[config.mk]
export PLATFORM = sky130hd
export DESIGN_NAME = edge_irq_unit
export DESIGN_NICKNAME = d
export VERILOG_FILES = /design/src/rtl/edge_irq_pkg.sv /design/src/rtl/edge_sync.sv /design/src/rtl/edge_port.sv /design/src/rtl/edge_irq_unit.sv
export SDC_FILE = /design/constraint.sdc
export NUM_CORES = 1
export LEC_CHECK = 0
export ABC_AREA = 1
export BUFFER_PORTS_ARGS = -buffer_cell sky130_fd_sc_hd__buf_2
export CORE_ASPECT_RATIO = 0.5
export CORE_MARGIN = 10
export CORE_UTILIZATION = 50
export CTS_CLUSTER_DIAMETER = 50
export DETAILED_ROUTE_END_ITERATION = 8
export PLACE_DENSITY = 0.74
export SLEW_MARGIN = 30
export SYNTH_ARGS = -nofsm -noshare
export SYNTH_HDL_FRONTEND = slang
export SYNTH_SLANG_ARGS = --single-unit
[constraint.sdc]
create_clock -name clk -period 2.22 [get_ports clk]
set_clock_uncertainty 0.05 [all_clocks]
set_input_delay 0.444 -clock clk [delete_from_list [all_inputs] [get_ports clk]]
set_output_delay 0.444 -clock clk [all_outputs]
set_load 0.01 [all_outputs]
[src/rtl/edge_irq_pkg.sv]
package edge_irq_pkg;
  localparam int PORT_W_DEF = 8;
  localparam int NPORT_DEF  = 3;
  localparam int PEND_W_DEF = 8;
endpackage

[src/rtl/edge_sync.sv]
module edge_sync #(
  parameter int N = 24
) (
  input  logic         clk,
  input  logic         rst_n,
  input  logic [N-1:0] pin_i,
  output logic [N-1:0] rise_o,
  output logic [N-1:0] fall_o,
  output logic [N-1:0] cur_o,
  output logic [N-1:0] prev_o
);
  logic [N-1:0] meta_q, cur_q, prev_q;

  always_ff @(posedge clk or negedge rst_n) begin
    if (!rst_n) begin
      meta_q <= '0;
      cur_q  <= '0;
      prev_q <= '0;
    end else begin
      meta_q <= pin_i;
      cur_q  <= meta_q;
      prev_q <= cur_q;
    end
  end

  assign rise_o = cur_q & ~prev_q;
  assign fall_o = ~cur_q & prev_q;
  assign cur_o  = cur_q;
  assign prev_o = prev_q;
endmodule

[src/rtl/edge_port.sv]
module edge_port #(
  parameter int PW = 8
) (
  input  logic          clk,
  input  logic          rst_n,
  input  logic [PW-1:0] rise_i,
  input  logic [PW-1:0] fall_i,
  input  logic [PW-1:0] wr_data,
  input  logic          pol_we,
  input  logic          en_we,
  input  logic          id_we,
  output logic [PW-1:0] id_o,
  output logic [PW-1:0] pol_o,
  output logic [PW-1:0] en_o
);
  logic [PW-1:0] pol_q, en_q, id_q, evt, keep;

  assign evt  = en_q & ((pol_q & rise_i) | (~pol_q & fall_i));
  assign keep = id_we ? (id_q & wr_data) : id_q;

  always_ff @(posedge clk or negedge rst_n) begin
    if (!rst_n) begin
      pol_q <= '0;
      en_q  <= '0;
      id_q  <= '0;
    end else begin
      if (pol_we) pol_q <= wr_data;
      if (en_we)  en_q  <= wr_data;
      id_q <= keep | evt;
    end
  end

  assign id_o  = id_q;
  assign pol_o = pol_q;
  assign en_o  = en_q;
endmodule

[src/rtl/edge_irq_unit.sv]
module edge_irq_unit
  import edge_irq_pkg::*;
#(
  parameter int PW     = PORT_W_DEF,
  parameter int NPORT  = NPORT_DEF,
  parameter int PEND_W = PEND_W_DEF,
  localparam int NL    = PW * NPORT
) (
  input  logic              clk,
  input  logic              rst_n,
  input  logic [NL-1:0]     pin_i,
  input  logic [PW-1:0]     wr_data,
  input  logic [NPORT-1:0]  pol_we,
  input  logic [NPORT-1:0]  en_we,
  input  logic [NPORT-1:0]  id_we,
  output logic [NL-1:0]     id_q,
  output logic [PEND_W-1:0] pend_q,
  output logic              irq
);
  logic [NL-1:0] rise, fall, cur_s, prev_s, pol_all, en_all;

  edge_sync #(.N(NL)) u_sync (
    .clk(clk), .rst_n(rst_n), .pin_i(pin_i),
    .rise_o(rise), .fall_o(fall), .cur_o(cur_s), .prev_o(prev_s)
  );

  for (genvar p = 0; p < NPORT; p++) begin : g_port
    edge_port #(.PW(PW)) u_port (
      .clk(clk), .rst_n(rst_n),
      .rise_i(rise[p*PW +: PW]), .fall_i(fall[p*PW +: PW]),
      .wr_data(wr_data),
      .pol_we(pol_we[p]), .en_we(en_we[p]), .id_we(id_we[p]),
      .id_o(id_q[p*PW +: PW]),
      .pol_o(pol_all[p*PW +: PW]),
      .en_o(en_all[p*PW +: PW])
    );
  end

  always_comb begin
    pend_q = '0;
    for (int p = 0; p < NPORT; p++) pend_q[p] = |id_q[p*PW +: PW];
  end

  assign irq = |id_q;
endmodule

==> results_dict.tcl, run 1 <==
set metrics [dict create \
    fillers 771 \
    grt_pass1_vias 3414 \
    rr_endpoint "g_port[2].u_port.id_o[1]$_DFF_PN0_" \
    cp_slowest_stage_delay_ps 380 \
    grt_max_degree 46 \
    crit_path_top_delay_cell "dfrtp_1" \
    ios 76 \
    diodes 0 \
    ff2ff_path_depth 4 \
    min_from "pin_i[3]" \
    antenna_found_initial 0 \
    routed_wl_um 10520 \
    fin_crit_sh_pct 87.88 \
    wl_met3_um 430 \
    post-dp-hpwl_um 7210 \
    wl_met1_um 4961 \
    numClockSinks 144 \
    p_total_mw 6.546 \
    leakage_nw 3.189 \
    syn_area_mm2 0.005200 \
    placedInstanceArea_mm2 0.005689 \
    crit_path_max_fanout 3 \
    drcViolationCount 0 \
    synth_cell_type_count 11 \
    synthArstFlopShare_pct 100.0 \
    power.density_mw_per_mm2 1036 \
    grt_pass1_wl_um 17620 \
    seq_power_share_pct 45.8 \
    rows 26 \
    postSynthCellCount 448 \
    slew_violations 0 \
    crit_path_frequent_cell "nor2_1" \
    fp.dieH_um 92.11 \
    cp_top_family "simple AND/OR/NAND/NOR gates" \
    r2r_slack_ps 1310 \
    clock_latency_ps 410 \
    core_area_mm2 0.01018 \
    synth-seq-area-share_pct 69.30 \
    min_to "u_sync.meta_q[3]$_DFF_PN0_" \
    synth_top_area_share_pct 69.30 \
    placed_cells 654 \
    die_area_mm2 0.01513 \
    drv_cap 0 \
    p_int_mw 4.997 \
    num_vias 3295 \
    yosysMostFrequentCell "dfrtp_1" \
    critical_path_class "register to output port" \
    regToRegStartpoint "u_sync.cur_o[17]$_DFF_PN0_" \
    hold_path_depth 1 \
    maxUsedRoutingLayer "met4" \
    setup_viol 0 \
    track_usage_pct 15.03 \
    yosys-top-cells-area "dfrtp_1, nand2_1, mux2_4" \
    drt_pre_antenna_iters 4 \
    power.switching_mw 1.549 \
    status "complete, no violations" \
    swShare_pct 23.66 \
    wl_per_cell_um 15.32 \
    start_util_pct 51.07 \
    die_w_um 164.2 \
    synth_common_cells "dfrtp_1, nand2_1, o21ai_0" \
    synth_edf_count 0 \
    syn_to_final_growth_pct 21.51 \
    port_buffers 70 \
    post_cts.repair.setup_buffers 0 \
    yosys.area.top_type "dfrtp_1" \
    design_area_mm2 0.006319 \
    grt_overflow_total 0 \
    clk_pin_slew_ps 60 \
    comb_power_share_pct 9.6 \
    clk_root_buffer_cell "clkbuf_16" \
    htreeDepth 4 \
    cts_max_path_buffers 2 \
    synth_ff_type "dfrtp_1" \
    fmax_mhz 512.6 \
    hold_violations 0 \
    critPathBufInv 1 \
    ant_nets 0 \
    min_path_type "primary input to register" \
    cts_tree "done" \
    arrival_ps 1460 \
    finalNetCount 577 \
    final_cells 687 \
    tns_ps 0 \
    synth_seq_cells 144 \
    clock_power_share_pct 44.5 \
    period_needed_ps 1951 \
    gp_congestion 0.7830 \
    ir_worst_vdd_mv 0.5288 \
    drive_gt1_share_pct 23.58 \
    via_per_inst 4.796 \
    first_iter_violations 188 \
    cp-end-kind "output port" \
    crit_chain "nor2_1 > nand2_1 > nor2_1 > nand3_1 > buf_2" \
    cts_made_buffers 17 \
    rsz0062_at_grt "false" \
    critPathRequiredTime_ps 1730 \
    start_kind "register" \
    wl_met2_um 5051 \
    ys_warn_count 0 \
    syn_avg_cell_area_um2 11.61 \
]
[what timing repair did]
item / 4_1_cts / 5_1_grt
hold buffers: 1 / 0
endpoints found under the hold margin: 36 / 0
gates resized for setup: 0 / 0
[per-layer routing]
metal / global-route usage (%) / vias to the layer above
met2: 22.99 / 61
li1: - / 1594
met5: 0 / -
met1: 19.52 / 1634
met4: 5.030 / 0
met3: 5.397 / 6
[cell type report]
type	instances	area, um^2	share of cell area [%]
sequential	144	3603	57.03
multi-input combinational	243	1304	20.63
clock buffer	17	425.4	6.733
timing repair buffer	74	414.1	6.554
inverter	54	202.7	3.208
clock inverter	15	193.9	3.069
tap	140	175.2	2.772
[worst max-delay path by stage]
| stage | end | startpoint | slack (ps) | cells past startpoint |
|---|---|---|---|---|
| 6_report | irq | g_port[2].u_port.id_o[5]$_DFF_PN0_ | 270 | 5 |
| 5_1_grt | irq | g_port[2].u_port.id_o[6]$_DFF_PN0_ | 190 | 5 |
| 4_1_cts | irq | g_port[2].u_port.id_o[5]$_DFF_PN0_ | 260 | 5 |
| 3_5_place_dp | irq | g_port[2].u_port.id_o[5]$_DFF_PN0_ | 710 | 5 |
| 3_3_place_gp | irq | g_port[2].u_port.id_o[5]$_DFF_PN0_ | 710 | 5 |
| 2_1_floorplan | irq | g_port[2].u_port.id_o[1]$_DFF_PN0_ | 920 | 4 |
[placed cells by master (no fill, tap or decap), drive strengths merged, types with 4 or more instances in the layout]
cell type / count
dfrtp: 144
nand2: 102
buf: 73
o21ai: 72
inv: 54
nand3: 25
mux2: 24
clkbuf: 17
nor2: 15
clkinv: 8
conb: 5
bufinv: 4
[registers in the layout (all words and copies together), names as in the netlist]
register / flops
u_sync.cur_o: 24
g_port.u_port.id_o: 24
u_sync.meta_q: 24
g_port.u_port.pol_o: 24
u_sync.prev_o: 24
g_port.u_port.en_o: 24
[metrics by stage]
stage | util (%) | worst slack [ps] | hold slack, ps
2_1_floorplan | - | 917.9 | 98.41
3_3_place_gp | 55.87 | 705.1 | 282.5
3_5_place_dp | 55.87 | 713.3 | 284.7
4_1_cts | 62.05 | 263.8 | 70.51
5_1_grt | 62.05 | 192.0 | 61.30
6_report | 62.05 | 269.0 | 86.70
[worst register-to-register path: stages, from the launching register on]
cell	delay, ps
dfrtp_1	360
inv_1	60
o21ai_0	190
nand3_1	110
nand2_1	80
[cells by family after synthesis]
logic type             count (synthesis)  synth area share (%)
buffers and inverters                 65                 5.919
multiplexers                          24                 6.930
AND/OR/NAND/NOR                      142                 10.85
AO/OA/AOI/OAI                         72                 6.930
flip-flops                           144                 69.30
other                                  1               0.07212
[power by group through the flow]
| stage | clock network [mW] | logic [mW] | registers (mW) |
|---|---|---|---|
| global route | 3.10 | 0.714 | 3.03 |
| CTS | 2.98 | 0.642 | 3.00 |
| detailed placement | 0 | 0.635 | 3.04 |
| floorplan | 0 | 0.309 | 3.06 |
| global placement | 0 | 0.623 | 3.02 |
| finish | 2.92 | 0.629 | 3.00 |
(Power assumes the default switching activity.)
==> inputs of run 2 (changes only) <==
==> constraint.sdc (replaced) <==
create_clock -name clk -period 2.1 [get_ports clk]
set_clock_uncertainty 0.05 [all_clocks]
set_input_delay 0.42 -clock clk [delete_from_list [all_inputs] [get_ports clk]]
set_output_delay 0.42 -clock clk [all_outputs]
set_load 0.01 [all_outputs]
==> results_dict.tcl, run 2 (same netlist as run 1, synthesis figures left out) <==
set metrics [dict create \
    r2r_slack_ps 1100 \
    track_usage_pct 15.24 \
    mostFrequentLayoutCells "dfrtp_1, nand2_1, o21ai_0" \
    port_buffers 70 \
    antenna_found_initial 0 \
    num_vias 3319 \
    swShare_pct 23.03 \
    comb_power_share_pct 9.4 \
    rsz0062_at_grt "false" \
    drive_gt1_share_pct 23.36 \
    slew_violations 0 \
    crit_path_frequent_cell "nor2_1" \
    first_iter_violations 190 \
    gp_congestion 0.7961 \
    critical_path_class "register to output port" \
    diodes 0 \
    final_cells 688 \
    setup_viol 0 \
    die_w_um 164.2 \
    rows 26 \
    power.switching_mw 1.646 \
    status "complete, no violations" \
    grt_max_degree 47 \
    cts_tree "done" \
    period_needed_ps 1932 \
    start_util_pct 51.07 \
    clock_latency_ps 420 \
    clk_root_buffer_cell "clkbuf_16" \
    numClockSinks 144 \
    ir_worst_vdd_mv 0.7128 \
    post-dp-hpwl_um 7211 \
    grt_pass1_wl_um 17800 \
    fin_crit_sh_pct 92.00 \
    seq_power_share_pct 44.4 \
    layout_commonest_cell "dfrtp_1" \
    ios 76 \
    syn_to_final_growth_pct 22.11 \
    min_path_type "primary input to register" \
    leakage_nw 3.211 \
    p_int_mw 5.502 \
    crit_chain "nor2_1 > nand2_1 > nor2_1 > nand3_1 > buf_2" \
    grt_overflow_total 0 \
    power.density_mw_per_mm2 1126 \
    design_area_mm2 0.006350 \
    finalNetCount 578 \
    drcViolationCount 0 \
    ff_latch_area_mm2 0.003603 \
    cts_max_path_buffers 2 \
    start_kind "register" \
    hold_violations 0 \
    arrival_ps 1460 \
    core_area_mm2 0.01018 \
    crit_path_top_delay_cell "dfrtp_1" \
    placed_cells 655 \
    cts_resized 0 \
    cts_made_buffers 17 \
    post_cts.repair.setup_buffers 0 \
    place_ws_ps 615.1 \
    multi_input_area_mm2 0.001304 \
    ant_nets 0 \
    via_per_inst 4.824 \
    routed_wl_um 10800 \
    cp_slowest_stage_delay_ps 390 \
    cts_hold_buf 1 \
    drt_pre_antenna_iters 4 \
    critPathRequiredTime_ps 1630 \
    fmax_mhz 517.6 \
    fp.dieH_um 92.11 \
    clk_pin_slew_ps 60 \
    die_area_mm2 0.01513 \
    cp-end-kind "output port" \
    fillers 772 \
    fin_ws_ps 167.9 \
    crit_path_max_fanout 3 \
    grt_pass1_vias 3542 \
    wl_per_cell_um 15.69 \
    drv_cap 0 \
    tns_ps 0 \
    placedInstanceArea_mm2 0.005684 \
    clock_power_share_pct 46.1 \
    htreeDepth 4 \
]
## run 2: layer usage
layer | GRT usage [%] | vias up | wire [um]
li1 | - | 1599 | -
met1 | 19.14 | 1613 | 4821
met2 | 23.89 | 90 | 5182
met3 | 4.951 | 17 | 613
met4 | 6.361 | 0 | 179
met5 | 0 | - | 0
## run 2: final cells by class
type / instances / area share (%)
sequential: 144 / 56.75
clock buffer: 22 / 7.468
tap: 140 / 2.759
multi-input combinational: 243 / 20.53
clock inverter: 10 / 2.857
inverter: 54 / 3.192
timing repair buffer: 75 / 6.443
## run 2: path summary, 6_finish.rpt
path / startpoint / cells after the start / end
min: pin_i[11] / 1 / u_sync.meta_q[11]$_DFF_PN0_
min reg2reg: u_sync.meta_q[2]$_DFF_PN0_ / 0 / u_sync.cur_o[2]$_DFF_PN0_
max reg2reg: u_sync.cur_o[9]$_DFF_PN0_ / 4 / g_port[1].u_port.id_o[1]$_DFF_PN0_
max in group asynchronous: rst_n / 3 / u_sync.prev_o[22]$_DFF_PN0_
min in group asynchronous: rst_n / 2 / u_sync.prev_o[23]$_DFF_PN0_
max: g_port[1].u_port.id_o[6]$_DFF_PN0_ / 5 / irq
## run 2: through the flow
stage          power [mW]  hold WS, ps  utilization [%]
2_1_floorplan       3.560        74.41                -
3_3_place_gp        3.853        281.3            55.82
3_5_place_dp        3.886        284.7            55.82
4_1_cts             7.213        44.44            62.36
5_1_grt             7.444        35.81            62.36
6_report            7.148        55.86            62.36
## run 2: power by group through the flow
stage / Combinational [mW] / Sequential [mW] / Clock [mW]
6_report: 0.675 / 3.17 / 3.30
5_1_grt: 0.755 / 3.21 / 3.48
4_1_cts: 0.689 / 3.17 / 3.35
3_5_place_dp: 0.672 / 3.21 / 0
3_3_place_gp: 0.659 / 3.19 / 0
2_1_floorplan: 0.326 / 3.23 / 0
## run 2: critical path: cells and delay by family, from the launching register on
family | cells | cell delay, ps
buf+inv | 1 | 150
flops | 1 | 390
simple gates | 4 | 510
